<file path="src/rtl/pp_pkg.sv">
`timescale 1ns/1ps
package pp_pkg;
  localparam int WORD_W = 16;
  localparam int GAIN_W = 12;
  localparam int TAG_W  = 2;

  // one queued transfer: a sample pair or a gain word
  typedef struct packed {
    logic              is_gain;
    logic [TAG_W-1:0]  src;
    logic [WORD_W-1:0] w_i;
    logic [WORD_W-1:0] w_q;
  } pp_entry_t;
endpackage

</file>
<file path="src/rtl/pp_clk_events.sv">
`timescale 1ns/1ps
// Turns the port clock (generated or received) into core-clock edge events.
module pp_clk_events #(
  parameter int DIV_W = 2
) (
  input  logic             clk,
  input  logic             rst,
  input  logic             master,
  input  logic [DIV_W-1:0] div,
  input  logic             pclk_in,
  output logic             rise_evt,
  output logic             fall_evt,
  output logic             pclk_o,
  output logic             pclk_oe
);
  localparam int CNT_W = (1 << DIV_W) - 1;

  logic [CNT_W:0]   n_div;
  logic [CNT_W-1:0] cnt, last_c, half_c;
  logic             s1, s2, m_rise, m_fall;

  always_comb begin
    n_div  = (CNT_W+1)'(1) << div;
    last_c = CNT_W'(n_div - 1'b1);
    half_c = CNT_W'(n_div >> 1);
    m_rise = master && (cnt == '0);
    m_fall = master && (cnt == half_c);
    rise_evt = m_rise || (!master && s1 && !s2);
    fall_evt = m_fall || (!master && !s1 && s2);
  end

  always_ff @(posedge clk) begin
    if (rst) begin
      cnt     <= '0;
      s1      <= 1'b0;
      s2      <= 1'b0;
      pclk_o  <= 1'b0;
      pclk_oe <= 1'b0;
    end else begin
      s1      <= pclk_in;
      s2      <= s1;
      pclk_oe <= master;
      if (!master)
        cnt <= '0;
      else if (cnt >= last_c)
        cnt <= '0;
      else
        cnt <= cnt + 1'b1;
      // divisor 1: rise and fall coincide, pin held high
      if (!master)    pclk_o <= 1'b0;
      else if (m_rise) pclk_o <= 1'b1;
      else if (m_fall) pclk_o <= 1'b0;
    end
  end
endmodule

</file>
<file path="src/rtl/pp_queue.sv">
`timescale 1ns/1ps
// Pending-entry queue; storage has no reset so it maps to distributed RAM.
module pp_queue import pp_pkg::*; #(
  parameter int DEPTH = 8,
  parameter int CNT_W = $clog2(DEPTH + 1)
) (
  input  logic             clk,
  input  logic             rst,
  input  logic             push,
  input  pp_entry_t        wdata,
  input  logic             pop,
  output pp_entry_t        head,
  output logic             full,
  output logic [CNT_W-1:0] cnt,
  output logic [CNT_W-1:0] cnt_next
);
  localparam int PTR_W = (DEPTH > 1) ? $clog2(DEPTH) : 1;

  pp_entry_t        mem [DEPTH];
  logic [PTR_W-1:0] wr_ptr, rd_ptr;

  function automatic logic [PTR_W-1:0] bump(input logic [PTR_W-1:0] p);
    return (p == PTR_W'(DEPTH - 1)) ? '0 : p + 1'b1;
  endfunction

  always_comb begin
    head     = mem[rd_ptr];
    full     = (cnt == CNT_W'(DEPTH));
    cnt_next = cnt + CNT_W'(push) - CNT_W'(pop);
  end

  always_ff @(posedge clk) begin
    if (push) mem[wr_ptr] <= wdata;
  end

  always_ff @(posedge clk) begin
    if (rst) begin
      wr_ptr <= '0;
      rd_ptr <= '0;
      cnt    <= '0;
    end else begin
      if (push) wr_ptr <= bump(wr_ptr);
      if (pop)  rd_ptr <= bump(rd_ptr);
      cnt <= cnt_next;
    end
  end
endmodule

</file>
<file path="src/rtl/pp_shifter.sv">
`timescale 1ns/1ps
// Handshake and word sequencing; all bus outputs are registers.
module pp_shifter import pp_pkg::*; (
  input  logic              clk,
  input  logic              rst,
  input  logic              rise_evt,
  input  logic              fall_evt,
  input  logic              ack,
  input  logic              agc_tags,
  input  pp_entry_t         head,
  input  logic              more,
  output logic              pop,
  output logic              ack_seen,
  output logic              req,
  output logic [WORD_W-1:0] data,
  output logic              iq,
  output logic [TAG_W-1:0]  tag
);
  logic shift, q_phase;

  always_comb begin
    shift = rise_evt && req && ack_seen;
    pop   = shift && (head.is_gain || q_phase);
  end

  always_ff @(posedge clk) begin
    if (rst) begin
      ack_seen <= 1'b0;
      req      <= 1'b0;
      q_phase  <= 1'b0;
      data     <= '0;
      iq       <= 1'b0;
      tag      <= '0;
    end else begin
      if (fall_evt) ack_seen <= ack;
      if (rise_evt) req <= more;
      if (shift) begin
        q_phase <= !head.is_gain && !q_phase;
        iq      <= !head.is_gain && !q_phase;
        data    <= (q_phase && !head.is_gain) ? head.w_q : head.w_i;
        tag     <= agc_tags ? {head.is_gain, head.src[0]} : head.src;
      end
    end
  end
endmodule

</file>
<file path="src/rtl/hs_sample_port.sv">
`timescale 1ns/1ps
module hs_sample_port import pp_pkg::*; #(
  parameter int DEPTH = 8,
  parameter int DIV_W = 2
) (
  input  logic              clk,
  input  logic              rst,
  input  logic              cfg_master,
  input  logic [DIV_W-1:0]  cfg_div,
  input  logic              cfg_agc_tags,
  input  logic              pclk_in,
  output logic              pclk_o,
  output logic              pclk_oe,
  output logic              port_req,
  input  logic              port_ack,
  output logic [WORD_W-1:0] port_data,
  output logic              port_iq,
  output logic [TAG_W-1:0]  port_tag,
  input  logic              up_valid,
  input  logic              up_gain_word,
  input  logic [TAG_W-1:0]  up_src,
  input  logic [WORD_W-1:0] up_i,
  input  logic [WORD_W-1:0] up_q,
  input  logic [GAIN_W-1:0] up_gain,
  output logic              up_full
);
  localparam int CNT_W = $clog2(DEPTH + 1);

  logic             rise_evt, fall_evt, q_push, q_pop, q_full, ack_seen;
  logic [CNT_W-1:0] q_cnt, q_cnt_next;
  pp_entry_t        q_in, q_head;

  always_comb begin
    q_push       = up_valid && !q_full;
    up_full      = q_full;
    q_in.is_gain = up_gain_word;
    q_in.src     = up_gain_word ? {{(TAG_W-1){1'b0}}, up_src[0]} : up_src;
    q_in.w_i     = up_gain_word ? {{(WORD_W-GAIN_W){1'b0}}, up_gain} : up_i;
    q_in.w_q     = up_gain_word ? '0 : up_q;
  end

  pp_clk_events #(.DIV_W(DIV_W)) u_clk (
    .clk(clk), .rst(rst), .master(cfg_master), .div(cfg_div),
    .pclk_in(pclk_in), .rise_evt(rise_evt), .fall_evt(fall_evt),
    .pclk_o(pclk_o), .pclk_oe(pclk_oe)
  );

  pp_queue #(.DEPTH(DEPTH), .CNT_W(CNT_W)) u_queue (
    .clk(clk), .rst(rst), .push(q_push), .wdata(q_in), .pop(q_pop),
    .head(q_head), .full(q_full), .cnt(q_cnt), .cnt_next(q_cnt_next)
  );

  pp_shifter u_shift (
    .clk(clk), .rst(rst), .rise_evt(rise_evt), .fall_evt(fall_evt),
    .ack(port_ack), .agc_tags(cfg_agc_tags), .head(q_head),
    .more(q_cnt_next != '0), .pop(q_pop), .ack_seen(ack_seen),
    .req(port_req), .data(port_data), .iq(port_iq), .tag(port_tag)
  );
endmodule

</file>
<file path="config.mk">
export PLATFORM = sky130hd
export DESIGN_NAME = hs_sample_port
export DESIGN_NICKNAME = d
export VERILOG_FILES = /design/src/rtl/pp_pkg.sv /design/src/rtl/pp_clk_events.sv /design/src/rtl/pp_queue.sv /design/src/rtl/pp_shifter.sv /design/src/rtl/hs_sample_port.sv
export SDC_FILE = /design/constraint.sdc
export NUM_CORES = 1
export LEC_CHECK = 0
export ABC_AREA = 1
export CORE_MARGIN = 2
export CORE_UTILIZATION = 45
export CTS_CLUSTER_SIZE = 16
export DETAILED_ROUTE_END_ITERATION = 10
export PLACE_DENSITY = 0.68
export SYNTH_ARGS = -nofsm -noshare
export SYNTH_HDL_FRONTEND = slang
export SYNTH_HIERARCHICAL = 1
export SYNTH_SLANG_ARGS = --single-unit
export TNS_END_PERCENT = 30
</file>
<file path="constraint.sdc">
create_clock -name clk -period 4 [get_ports clk]
set_input_delay 0.8 -clock clk [delete_from_list [all_inputs] [get_ports clk]]
set_output_delay 0.8 -clock clk [all_outputs]
set_load 0.05 [all_outputs]
</file>
# --- After elaboration in Yosys (flattened, before gate mapping) ---
# Memory sizes are Yosys's and may differ from the RTL's. A register that Yosys moved wholly into a read port is not among the register bits.
# Index checks and enable logic that the tools add are counted.
classes:
  n_eq_ne: 4
  mul: 0
  n_shift: 1
  div_mod_pow: 0
  order_cmp: 1
  add_sub_neg: 6
  bitwise: 1
  reduce_logical: 26
  n_mux: 13
ops:
  columns: ["cell", "count"]
  rows:
  - ["16-bit 2-to-1 mux", 3]
  - ["1-bit logical AND", 12]
  - ["3-bit 2-to-1 mux", 4]
  - ["3-bit by 1-bit adder with 3-bit output, second input constant", 3]
  - ["3-bit == test, second input constant", 2]
  - ["1-bit zero test", 6]
  - ["4-bit by 1-bit adder with 4-bit output", 1]
  - ["4-bit == test, second input constant", 1]
  - ["1-bit 2-to-1 mux", 4]
  - ["2-bit 2-to-1 mux", 2]
  - ["4-bit nonzero test", 1]
  - ["1-bit by 2-bit << shifter with 4-bit output, first input constant", 1]
  - ["4-bit by 1-bit subtractor with 4-bit output", 1]
  - ["3-bit == test", 1]
  - ["3-bit >= comparator", 1]
  - ["3-bit zero test", 1]
  - ["1-bit logical OR", 3]
  - ["3-bit OR reduction", 1]
  - ["3-bit by 1-bit subtractor with 3-bit output, second input constant", 1]
  - ["2-bit nonzero test", 1]
  - ["2-bit OR reduction", 1]
  - ["1-bit NOT", 1]
word_totals:
  input_bits: 56
  latchBits: 0
  output_inout_bits: 23
  ram_bits: 280
  reg_bits: 38
  memories: 1
  mem_bits_ro: 0
  elab_cells: 66
mem_list:
  columns: ["name", "depth", "word_bits", "rd", "rd_clocked_by_memory_dff", "write_ports", "line_no", "source"]
  rows:
  - ["u_queue.mem", 8, 35, 1, 1, 1, "pp_queue.sv:19", "pp_entry_t mem [DEPTH];"]

# --- Logic depth before layout (Yosys ltp) ---
logic_depth:
  depth_word: 9
  mapped_depth: 24
  depth_no_buf: 20

# --- Modules after synthesis ---
# The synthesis kept the hierarchy.
by_module_without_submodules:
  columns: ["mod", "seq_area_each_um2", "area_per_inst_um2", "cells_each", "instances"]
  rows:
  - ["pp_queue", 8668.3, 13817.0, 1295, 1]
  - ["pp_shifter", 420.4, 1136.1, 169, 1]
  - ["pp_clk_events", 140.1, 396.6, 49, 1]
  - ["hs_sample_port", 0.0, 364.1, 89, 1]

# --- Least setup slack after synthesis ---
# OpenSTA, ideal clock, no wires.
synth_timing:
  kind: "register to register"
  start: "reg u_queue.cnt[2]"
  end: "mem u_queue/mem[0][0] in the netlist's numbering, enable pin"
  path_buffers: 0
  t_required_ns: 3.573
  arrival_time_ns: 2.858
  slack_ns: 0.715
  setup_time_ns: 0.427
  period_less_slack_ns: 3.285
  path_stages_with_launch: 9
  cell_sequence: "dfxtp_1 inv_1 ha_1 nand2_1 nor2_1 nor2_1 inv_1 or2_1 nor2_1"
synth_between:
  elab_chain_cells: 5
synth_lines:
  columns: ["element", "line_no", "source"]
  rows:
  - ["start, declared", "pp_queue.sv:14", "output logic [CNT_W-1:0] cnt,"]
  - ["start signal, assigned", "pp_queue.sv:44", "cnt <= cnt_next;"]
  - ["4-bit == test", "pp_queue.sv:28", "full = (cnt == CNT_W'(DEPTH));"]
  - ["named net up_full", "hs_sample_port.sv:25", "output logic up_full"]
  - ["1-bit zero test", "hs_sample_port.sv:34", "q_push = up_valid && !q_full;"]
  - ["1-bit logical AND", "hs_sample_port.sv:34", null]
  - ["named net q_push", "hs_sample_port.sv:29", "logic rise_evt, fall_evt, q_push, q_pop, q_full, ack_seen;"]
  - ["1-bit 2-to-1 mux", "pp_queue.sv:33", "if (push) mem[wr_ptr] <= wdata;"]
  - ["1-bit 2-to-1 mux (implied by the code)", "pp_queue.sv:33", null]
  - ["end, declared", "pp_queue.sv:19", null]
# The timed path passes the listed nets, and every way through them passes these cells.

==> impl_results.md <==
- Mean Syn Cell Area: 9.809 sq um
- Total CTS buffers: 36
- Time the worst path needs with I/O delays and setup: 3.274 ns
- Cell chain of the critical path: inv_8 > nand2_1 > nand3_1 > nand2_1 > nand2_1 > nand2_1 > inv_2 > a21oi_1 > ha_1 > inv_1 > ha_1 > inv_1 > fa_1 > or2_2 > nand2_1 > nor2_1 > nand2_1 > nor2_1 > nor2_1
- Critical path data required time: 4.45 ns
- Cell depth of the worst flop-to-flop path: 19
- Initial detailed-routing violation count: 563
- Run status: complete, no violations
- Number of buffers added to fix hold violations after cts: 0
- Number of non-filler instances in the completed layout: 2160
- Overall routing resource usage: 19.66%
- Avg Vias per Cell: 4.794
- Num ports: 79
- Slew headroom: 23.27%
- Warnings from Yosys: 6
- Commonest cells in the synthesized netlist: nand2_1 (476), inv_1 (363), edfxtp_1 (280)
- Cell seen most often among critical-path stages: nand2_1
- Post-synth EDFFs: 280
- Count of maximum capacitance violations: 0
- Global-route wire length before repair: 54960 um
- Worst Min Path Start: u_clk/cnt[0]
- H-tree depth reported by CTS: 2
- Place WS: 0.2986 ns
- GRT overflow: 0
- Standard cell core area: 34460 sq um
- Worst min-delay path class: register to register
- Actual transition at the worst max-transition pin: 1.151 ns
- Most area-hungry cell type in the Yosys netlist: edfxtp_1
- Post-detailed-route count of antenna-violating nets: 0
- Sequential share of the synthesized area: 58.73%
- Cell at the root of the clock tree: clkbuf_16
- # diodes: 0
- Syn Inst Count: 1602
- Netlist area before placement: 15710 sq um
- GP Congestion: 0.8211
- Final hold violation count: 0
- Setup slack of the critical path after layout: 0.7260 ns
- TritonCTS clock tree: built
- End point of the most critical hold path: u_clk/cnt[0]
- Largest net degree at the start of global routing: 59
- Effective utilization at floorplan: 45.60%
- First-pass iteration count of the detailed router: 5
- Total wire length: 35120 um
- Post-Synthesis Net Count: 1673
- Post-cts repair resize count: 0
- Share of the synthesized area in the top cell type: 53.51%
- Count of cells along the worst hold path: 1
- Total setup buffers inserted after CTS: 0
- Residual DRC count: 0
- Die span in x: 190.9 um
- Fraction of the cycle the final worst path needs: 81.85%
- Clock input transition at the sequential cells of the worst setup and hold paths: 0.06 ns
- Worst-case vdd ir drop: 0.0003018 V
- Std cell rows: 68
- Via count of the first global-routing pass: 10.30k
- Power density over cell area: 459.4 nW/um^2
- Count of unique library cells instantiated by Yosys: 32
- Utilization after layout: 52.37%
- Final net count: 1750
- Flop2flop setup slack: 0.73 ns
- Number of failing setup endpoints in the final timing report: 0
- Synthesis-to-finish area growth: 14.84%
- Largest stage delay on the critical path: 0.46 ns
- Worst-case clock buffer depth: 3
- Critical path buffers and inverters: 4
- Die footprint: 36430 sq um
- Worst reg2reg path endpoint: u_shift/req
- Average detailed-routed wire length per instance: 16.26 um
- Cell with the largest stage delay on the worst path: dfxtp_4
- Unrepaired setup endpoints after global routing: false
- Critical path fanouts, max: 28
- Via Count: 10.36k
- Number of storage elements in the synthesis netlist: 321
- TNS Setup: 0 ns
- Vertical die dimension: 190.9 um
- Number of placed cells counting well taps: 2096
- Type of element launching the critical path: register
- Most used standard cell by instance count after synthesis: nand2_1
- Category of cells accounting for the largest share of critical-path delay: simple AND/OR/NAND/NOR gates
- Setup clock skew after layout: 0.01388 ns
- Number of max-slew violations in the final report: 0
- Source-to-sink clock delay at the later pin of the worst-skew pair: 0.52 ns
- Port buffer count: 78
- Flip-flop cell with the highest count after synthesis: edfxtp_1
- Main area contributors after synthesis: edfxtp_1 (54%), nand2_1 (11%), inv_1 (8.7%), dfxtp_1 (5.2%), nand2_4 (5.1%)
- Critical path class: register to register
- Initial antenna violation count: 0
- Endpoint kind of the worst setup timing path: register
- Clock Sink Count: 321
- Leakage power total: 0.008088 uW
- Post-synthesis async set-or-reset flop share: 0%
- CP Data Arrival Time: 3.72 ns
- F_max: 305.4 MHz
- Detail Placement HPWL: 21020 um
- Fraction of layout cells with a size suffix above 1: 14.60%
-- registers in the layout, summed over array words and instances (netlist names), 2 cells and up, named ones only --
signal          cells
u_shift/data       16
u_clk/cnt           3
u_shift/tag         2
u_queue/cnt         4
u_queue/wr_ptr      3
u_queue/mem       280
u_queue/rd_ptr      3
-- kinds of logic (layout without fill, tap and decap cells) --
group,after synthesis,count (layout),synth area share [%]
compound gates,39,39,1.393
xor+xnor,1,1,0.05575
fa+ha+maj,15,15,1.242
buf+inv,437,540,12.27
flops,321,321,58.73
simple gates,789,789,26.31
-- layout by cell type, fill, tap and decap left out, types with 3 or more instances in the layout --
cell and count:
clkinv_2 4, a21oi_1 25, nor2_4 9, ha_1 14
nand2_4 71, dfxtp_1 39, nand3_2 74, clkinv_1 5
clkbuf_16 38, nor2_1 44, o21bai_1 3, clkbuf_1 9
clkdlybuf4s50_1 77, inv_2 6, nand2_2 3, clkbuf_8 4
nand3_1 105, inv_1 363, buf_4 22, o21ai_0 8
edfxtp_1 280, nand2_1 476, buf_12 6
-- worst reg2reg max path, delay by kind of cell (launching register included) --
family | cells | cell delay (ns)
and+or+nand+nor | 11 | 0.99
adders and majority gates | 3 | 0.87
buffers and inverters | 4 | 0.74
DFF | 1 | 0.46
AOI/OAI and AO/OA | 1 | 0.16
-- power breakdown --
| group | internal [uW] | total [uW] | switching (uW) |
|---|---|---|---|
| logic | 365 | 1110 | 749 |
| clock network | 1940 | 3220 | 1270 |
| registers | 3890 | 3960 | 66.1 |
-- how the worst max path moves through the flow --
stage                              endpoint  slack (ns)  cells after the start
after floorplan           u_queue/mem[0][0]        0.71                      8
after global placement          u_shift/req        0.35                     15
after detailed placement        u_shift/req        0.30                     15
after CTS                       u_shift/req        0.78                     19
after global routing            u_shift/req        0.56                     19
final                           u_shift/req        0.73                     19
-- per-stage QoR --
step	hold WS, ns	total power (uW)	cell area, sq um
detailed placement	0.4572	5147	16880
finish	0.4806	8290	18050
CTS	0.4812	8361	18050
global placement	0.4515	5113	16880
global route	0.5095	8605	18050
floorplan	0.4297	4758	15710
-- cell type report --
type	instances	area (sq um)
clock inverters	13	126.4
flip-flops and latches	321	9236
multi-input cells	844	4617
fillers	3064	16410
repair buffers	106	1061
clock buffers	51	1040
well taps	455	569.3
inverters	370	1396
-- layer usage --
| layer | track usage [%] | share of wire, % | wire length (um) |
|---|---|---|---|
| met1 | 25.30 | 43 | 14980 |
| met2 | 33.81 | 49 | 17130 |
| met3 | 2.944 | 5.6 | 1972 |
| met4 | 6.857 | 3.0 | 1042 |
| met5 | 0 | 0 | 0 |
No activity file was read; power rests on OpenSTA's default activity.
